File: config.mk
export PLATFORM = sky130hd
export DESIGN_NAME = branch_pred2b
export DESIGN_NICKNAME = d
export VERILOG_FILES = /design/src/rtl/bp_pkg.sv /design/src/rtl/bp_table.sv /design/src/rtl/bp_ctrl.sv /design/src/rtl/branch_pred2b.sv
export SDC_FILE = /design/constraint.sdc
export NUM_CORES = 1
export LEC_CHECK = 0
export BUFFER_PORTS_ARGS = -buffer_cell sky130_fd_sc_hd__buf_2
export CAP_MARGIN = 20
export CORE_MARGIN = 1
export CORE_UTILIZATION = 25
export CTS_CLUSTER_DIAMETER = 40
export CTS_CLUSTER_SIZE = 16
export DETAILED_ROUTE_END_ITERATION = 6
export GPL_ROUTABILITY_DRIVEN = 1
export HOLD_SLACK_MARGIN = 0.15
export PLACE_DENSITY = 0.44
export SLEW_MARGIN = 20
export SYNTH_ARGS = -nofsm -noshare
export SYNTH_HDL_FRONTEND = slang
export SYNTH_SLANG_ARGS = --single-unit
File: constraint.sdc
create_clock -name clk -period 13.6 [get_ports clk]
set_clock_uncertainty 0.2 [all_clocks]
set_input_delay 0.68 -clock clk [delete_from_list [all_inputs] [get_ports clk]]
set_output_delay 0.68 -clock clk [all_outputs]
set_load 0.03 [all_outputs]
File: src/rtl/bp_pkg.sv
package bp_pkg;

  localparam int PC_W          = 16;
  localparam int IDX_W         = 6;
  localparam int TAG_W         = PC_W - IDX_W;
  localparam int ENTRIES       = 1 << IDX_W;
  localparam int DISP_W        = 8;
  localparam int CNT_W         = 2;
  localparam int SHORT_FWD_MAX = 5;

  localparam logic [CNT_W-1:0] CNT_MAX    = '1;
  localparam logic [CNT_W-1:0] CNT_MIN    = '0;
  localparam logic [CNT_W-1:0] SEED_TAKEN = {1'b1, {(CNT_W-1){1'b0}}};
  localparam logic [CNT_W-1:0] SEED_NOT   = {1'b0, {(CNT_W-1){1'b1}}};

  typedef enum logic [0:0] {
    RULE_BACK_ONLY = 1'b0,
    RULE_SHORT_FWD = 1'b1
  } staticRule_e;

  typedef struct packed {
    logic             valid;
    logic [TAG_W-1:0] tag;
    logic [CNT_W-1:0] cnt;
  } entry_t;

  typedef struct packed {
    logic             en;
    logic [IDX_W-1:0] idx;
    logic [TAG_W-1:0] tag;
    logic [CNT_W-1:0] cnt;
  } wrStrobe_t;

  function automatic logic staticTaken(input logic [DISP_W-1:0] disp,
                                       input staticRule_e rule);
    logic isBack;
    logic isShortFwd;
    isBack     = disp[DISP_W-1];
    isShortFwd = !isBack && (disp != '0) && (disp <= DISP_W'(SHORT_FWD_MAX));
    return isBack || ((rule == RULE_SHORT_FWD) && isShortFwd);
  endfunction

  function automatic logic [CNT_W-1:0] satStep(input logic [CNT_W-1:0] cnt,
                                               input logic taken);
    logic [CNT_W-1:0] nxt;
    if (taken) nxt = (cnt == CNT_MAX) ? cnt : cnt + CNT_W'(1);
    else       nxt = (cnt == CNT_MIN) ? cnt : cnt - CNT_W'(1);
    return nxt;
  endfunction

endpackage

File: src/rtl/bp_table.sv
module bp_table
  import bp_pkg::*;
(
  input  logic             clk,
  input  logic             rstN,
  input  logic [IDX_W-1:0] lkIdx,
  input  logic [IDX_W-1:0] updIdx,
  input  wrStrobe_t        wr,
  output entry_t           lkEntry,
  output entry_t           updEntry
);

  logic             validArr [ENTRIES];
  logic [TAG_W-1:0] tagArr   [ENTRIES];
  logic [CNT_W-1:0] cntArr   [ENTRIES];

  for (genvar g = 0; g < ENTRIES; g++) begin : g_entry
    logic selHere;
    assign selHere = wr.en && (wr.idx == IDX_W'(g));

    always_ff @(posedge clk or negedge rstN) begin
      if (!rstN)        validArr[g] <= 1'b0;
      else if (selHere) validArr[g] <= 1'b1;
    end

    always_ff @(posedge clk) begin
      if (selHere) begin
        tagArr[g] <= wr.tag;
        cntArr[g] <= wr.cnt;
      end
    end
  end

  always_comb begin
    lkEntry.valid  = validArr[lkIdx];
    lkEntry.tag    = tagArr[lkIdx];
    lkEntry.cnt    = cntArr[lkIdx];
    updEntry.valid = validArr[updIdx];
    updEntry.tag   = tagArr[updIdx];
    updEntry.cnt   = cntArr[updIdx];
  end

  // a write strobe leaves a valid entry holding the written counter and tag
  assert_write_lands_R4: assert property (@(posedge clk) disable iff (!rstN)
    ($past(rstN) && $past(wr.en)) |->
      (validArr[$past(wr.idx)] && cntArr[$past(wr.idx)] == $past(wr.cnt)
       && tagArr[$past(wr.idx)] == $past(wr.tag)));

endmodule

File: src/rtl/bp_ctrl.sv
module bp_ctrl
  import bp_pkg::*;
(
  input  logic              clk,
  input  logic              rstN,
  input  logic              ruleSel,
  input  logic [PC_W-1:0]   lkPc,
  input  logic [DISP_W-1:0] lkDisp,
  input  logic              updValid,
  input  logic [PC_W-1:0]   updPc,
  input  logic [DISP_W-1:0] updDisp,
  input  logic              updTaken,
  input  entry_t            lkEntry,
  input  entry_t            updEntry,
  output logic [IDX_W-1:0]  lkIdx,
  output logic [IDX_W-1:0]  updIdx,
  output wrStrobe_t         wr,
  output logic              predTaken,
  output logic              predHit
);

  staticRule_e      rule;
  logic [TAG_W-1:0] lkTag;
  logic [TAG_W-1:0] updTag;
  logic             lkMatch;
  logic             updMatch;
  logic             lkStatic;
  logic             updStatic;
  logic [CNT_W-1:0] baseCnt;

  assign rule = staticRule_e'(ruleSel);

  // lookup side
  assign lkIdx    = lkPc[IDX_W-1:0];
  assign lkTag    = lkPc[PC_W-1:IDX_W];
  assign lkMatch  = lkEntry.valid && (lkEntry.tag == lkTag);
  assign lkStatic = staticTaken(lkDisp, rule);

  assign predHit   = lkMatch;
  assign predTaken = lkMatch ? lkEntry.cnt[CNT_W-1] : lkStatic;

  // resolve side
  assign updIdx    = updPc[IDX_W-1:0];
  assign updTag    = updPc[PC_W-1:IDX_W];
  assign updMatch  = updEntry.valid && (updEntry.tag == updTag);
  assign updStatic = staticTaken(updDisp, rule);

  always_comb begin
    if (updMatch)       baseCnt = updEntry.cnt;
    else if (updStatic) baseCnt = SEED_TAKEN;
    else                baseCnt = SEED_NOT;
    wr.en  = updValid;
    wr.idx = updIdx;
    wr.tag = updTag;
    wr.cnt = satStep(baseCnt, updTaken);
  end

  // a miss on a backward branch is guessed taken under either rule
  assert_miss_backward_R2: assert property (@(posedge clk) disable iff (!rstN)
    (!predHit && lkDisp[DISP_W-1]) |-> predTaken);

  // a zero displacement miss is never guessed taken
  assert_miss_zero_R3: assert property (@(posedge clk) disable iff (!rstN)
    (!predHit && lkDisp == '0) |-> !predTaken);

  // a freshly seeded counter lands on the side of the outcome
  assert_seed_side_R4: assert property (@(posedge clk) disable iff (!rstN)
    (updValid && !updMatch) |->
      (updTaken ? (wr.cnt >= SEED_TAKEN) : (wr.cnt <= SEED_NOT)));

  // a saturated counter does not wrap
  assert_sat_high_R5: assert property (@(posedge clk) disable iff (!rstN)
    (updValid && updMatch && updTaken && updEntry.cnt == CNT_MAX) |-> (wr.cnt == CNT_MAX));
  assert_sat_low_R5: assert property (@(posedge clk) disable iff (!rstN)
    (updValid && updMatch && !updTaken && updEntry.cnt == CNT_MIN) |-> (wr.cnt == CNT_MIN));

  // a hit guess agrees with the upper half of the counter range
  assert_hit_guess_R6: assert property (@(posedge clk) disable iff (!rstN)
    predHit |-> (predTaken == (lkEntry.cnt >= SEED_TAKEN)));

endmodule

File: src/rtl/branch_pred2b.sv
module branch_pred2b
  import bp_pkg::*;
(
  input  logic              clk,
  input  logic              rstN,
  input  logic              ruleSel,
  input  logic [PC_W-1:0]   lkPc,
  input  logic [DISP_W-1:0] lkDisp,
  output logic              predTaken,
  output logic              predHit,
  input  logic              updValid,
  input  logic [PC_W-1:0]   updPc,
  input  logic [DISP_W-1:0] updDisp,
  input  logic              updTaken
);

  logic [IDX_W-1:0] lkIdx;
  logic [IDX_W-1:0] updIdx;
  wrStrobe_t        wr;
  entry_t           lkEntry;
  entry_t           updEntry;

  bp_ctrl u_ctrl (
    .clk      (clk),
    .rstN     (rstN),
    .ruleSel  (ruleSel),
    .lkPc     (lkPc),
    .lkDisp   (lkDisp),
    .updValid (updValid),
    .updPc    (updPc),
    .updDisp  (updDisp),
    .updTaken (updTaken),
    .lkEntry  (lkEntry),
    .updEntry (updEntry),
    .lkIdx    (lkIdx),
    .updIdx   (updIdx),
    .wr       (wr),
    .predTaken(predTaken),
    .predHit  (predHit)
  );

  bp_table u_table (
    .clk     (clk),
    .rstN    (rstN),
    .lkIdx   (lkIdx),
    .updIdx  (updIdx),
    .wr      (wr),
    .lkEntry (lkEntry),
    .updEntry(updEntry)
  );

endmodule

==> out/metrics.csv <==
stage,metric,value,unit
status,status,"finished, violations left",
status,violations,design-rule violations,
clock_network,clockBufferDepth,3,
logic_synthesis,synth-seq-area-share,63.43,%
routing,drtIter0Drc,2773,
sta,rsz0062_at_grt,no,
die,start_util,25.21,%
logic_synthesis,synth_edf_count,768,
placement,placed_cell_area,42080,µm²
sta,setup_tns,0,ps
logic_synthesis,yosysUniqueCellTypes,59,
worst_setup_path,slowest_delay,900,ps
logic_synthesis,synth_xor_area_share,0.4956,%
clock_network,cts_tree,yes,
logic_synthesis,yosys.cell_count.top_type,edfxtp_1,
logic_synthesis,yosys.area_share.simple,3.932,%
clock_network,htree_levels,4,
die,ios,55,
cells_and_area,nets,2189,
worst_setup_path,slowest_stage,nor4_2,
global_routing,grt-ovfl-total,0,
clock_network,numCtsBuffers,139,
sta,finalHoldViolCount,0,
logic_synthesis,ys_seq_elements,832,
logic_synthesis,synth_warnings,0,
logic_synthesis,synth_compound_area_share,2.903,%
global_routing,grt_pass1_vias,23370,
logic_synthesis,synth_mux_area_share,27.32,%
clock_network,clkSinkCount,832,
die,core,154200,µm²
logic_synthesis,syn_inst,2003,
sta,fin_crit,7399,ps
clock_network,post_cts_buffers,0,
routing,via_per_inst,5.285,
placement,portBuffers,54,
placement,gp_congestion,0.8988,
cells_and_area,drive_above_1_share,41.89,%
worst_setup_path,critPathCaptureType,output pin,
sta,drv_slew,0,
worst_setup_path,path_buf_inv,4,
placement,post-dp-hpwl,88730,µm
worst_setup_path,arrival,6520,ps
power,p_per_area,152.9,nW/µm²
clock_network,clk_pin_slew,50,ps
die,dieArea,157100,µm²
sta,worstMarginPinSlew,1168,ps
logic_synthesis,synth_nets,2056,
global_routing,grt_pass1_wl,199100,µm
logic_synthesis,synthAdderAreaFrac,0.02574,%
logic_synthesis,synthArstFlopShare,7.692,%
worst_setup_path,path_class,in2out,
logic_synthesis,synth-main-ff-cell,edfxtp_1,
run,drv_cap,0,
cells_and_area,syn2layout_area_growth,21.02,%
routing,drcViolationCount,26,
power,max-vdd-ir-drop,0.1142,mV
logic_synthesis,yosysTopAreaCellShare,59.31,%
power,leakage,15.19,nW
worst_setup_path,cp_data_required_time,12720,ps
global_routing,track_usage,18.43,%
clock_network,insertion_delay,740,ps
logic_synthesis,synth_top_family_by_area,multiplexers,
global_routing,grt_max_degree,121,
min_path,min_path_type,in2reg,
worst_setup_path,start_kind,input port,
sta,finalSetupViolCount,0,
cells_and_area,finish.utilization,30.51,%
logic_synthesis,synth.largest_area_cell,edfxtp_1,
die,die_x,396.4,µm
sta,finalCritPeriodShare,54.41,%
cells_and_area,design_area,47050,µm²
routing,totalWireLength,145300,µm
logic_synthesis,synthTopCellsByArea,"edfxtp_1, mux4_2, dfrtp_1",
routing,ant_nets,0,
worst_setup_path,crit_family,buffers and inverters,
die,std_cell_rows,144,
logic_synthesis,avgSynthCellArea,19.41,µm²
logic_synthesis,synthesis.area,38880,µm²
worst_setup_path,critical_path.max_fanout,40,
routing,dr.pass1.iters,7,
clock_network,cts-root-buf,clkbuf_16,
global_routing,antenna_found_initial,9,
worst_setup_path,path_cells,"buf_8, buf_4, buf_4, mux4_2, nor2b_1, a211oi_1, a21oi_1, mux4_2, xnor2_1, nand4_1, nor4_2, mux2_1, buf_2",
routing,routedWlPerCell,33.82,µm
sta,clock.fmax,135.1,MHz
sta,slew_headroom,22.11,%
logic_synthesis,ys_top_cells_by_count,"edfxtp_1, mux4_2, mux2i_1, nor2_1, or2_2",
routing,vias,22700,
die,die_height,396.4,µm
worst paths after layout:
kind | cells after the start | startpoint | slack [ps] | end
worst max-delay path | 13 | lkPc[0] | 6200 | predTaken
worst min-delay path | 1 | updPc[8] | 240 | u_table.tagArr[57][2]$_DFFE_PP_
worst max register to register | 10 | u_table.tagArr[7][2]$_DFFE_PP_ | 8280 | u_table.cntArr[16][0]$_DFFE_PP_
worst min register to register | 1 | u_table.validArr[53]$_DFFE_PN0P_ | 280 | u_table.validArr[53]$_DFFE_PN0P_
max in group asynchronous | 3 | rstN | 12020 | u_table.validArr[6]$_DFFE_PN0P_
min in group asynchronous | 3 | rstN | 540 | u_table.validArr[52]$_DFFE_PN0P_
flip-flops by register name, indices dropped and copies added, names as in the netlist:
name	count
u_table.validArr	64
u_table.cntArr	128
u_table.tagArr	640
what timing repair did:
item	in CTS	in global routing
endpoints found under the hold margin	80	0
hold buffers	3	0
gates resized for setup	0	0
stage by stage:
step / hold WS (ps) / setup slack (ps) / total power [mW] / std cells
floorplan: 184.4 / 7714 / 3.283 / 2003
global placement: 264.0 / 6040 / 3.538 / 4036
detailed placement: 269.5 / 6091 / 3.544 / 4036
CTS: 187.5 / 6082 / 7.257 / 4295
global route: 227.6 / 5904 / 7.395 / 4295
finish: 245.0 / 6201 / 7.195 / 4296
cells by family (layout without fill, tap and decap cells):
group | count (synthesis) | in the layout
AO/OA/AOI/OAI | 153 | 153
XOR/XNOR | 22 | 22
adder cells (fa/ha/maj) | 1 | 1
buffers and inverters | 155 | 403
flip-flops | 832 | 832
multiplexers | 537 | 537
other | 0 | 1
AND/OR/NAND/NOR | 303 | 303
power breakdown:
| part | internal (mW) | switching, mW | total [mW] |
|---|---|---|---|
| sequential | 2.85 | 0.0321 | 2.89 |
| combinational | 0.251 | 0.357 | 0.608 |
| clock | 2.41 | 1.29 | 3.70 |
worst reg2reg max path, cell delays in order (launching register included):
cell,delay (ps)
edfxtp_1,420
mux4_2,460
mux2i_1,380
nor2_1,70
nor4_1,930
xor2_1,220
nand3_1,120
a2111oi_2,730
nand3_1,300
mux2i_4,550
buf_4,600
final cells by class:
| type | count | area, µm² |
|---|---|---|
| Inverter | 8 | 30.03 |
| Sequential cell | 832 | 24660 |
| Tap cell | 2044 | 2557 |
| Multi-Input combinational cell | 1016 | 13830 |
| Clock inverter | 98 | 1230 |
| Clock buffer | 158 | 3709 |
| Timing Repair Buffer | 139 | 1026 |
| Fill cell | 14960 | 107200 |
| Antenna cell | 1 | 2.502 |
layout by cell type (no fill, tap or decap), types with 17 or more instances in the layout:
cell type and count:
a22oi_1 33, buf_2 48, buf_4 78, bufinv_16 23, clkbuf_16 146, clkinv_2 17
dfrtp_1 64, edfxtp_1 768, mux2i_1 103, mux4_2 418, nand2_1 55, nand3_1 24
nor2_2 30, nor2_4 26, nor2b_1 23, nor3_1 19, or2_2 66
per-layer routing:
metal / track usage, % / wire, µm / up-vias
li1: - / - / 8866
met1: 24.93 / 60520 / 12380
met2: 28.72 / 67350 / 1196
met3: 4.457 / 12290 / 258
met4: 6.571 / 5096 / 2
met5: 0 / 51 / -
Note: power is estimated with default switching activity, not from simulation.
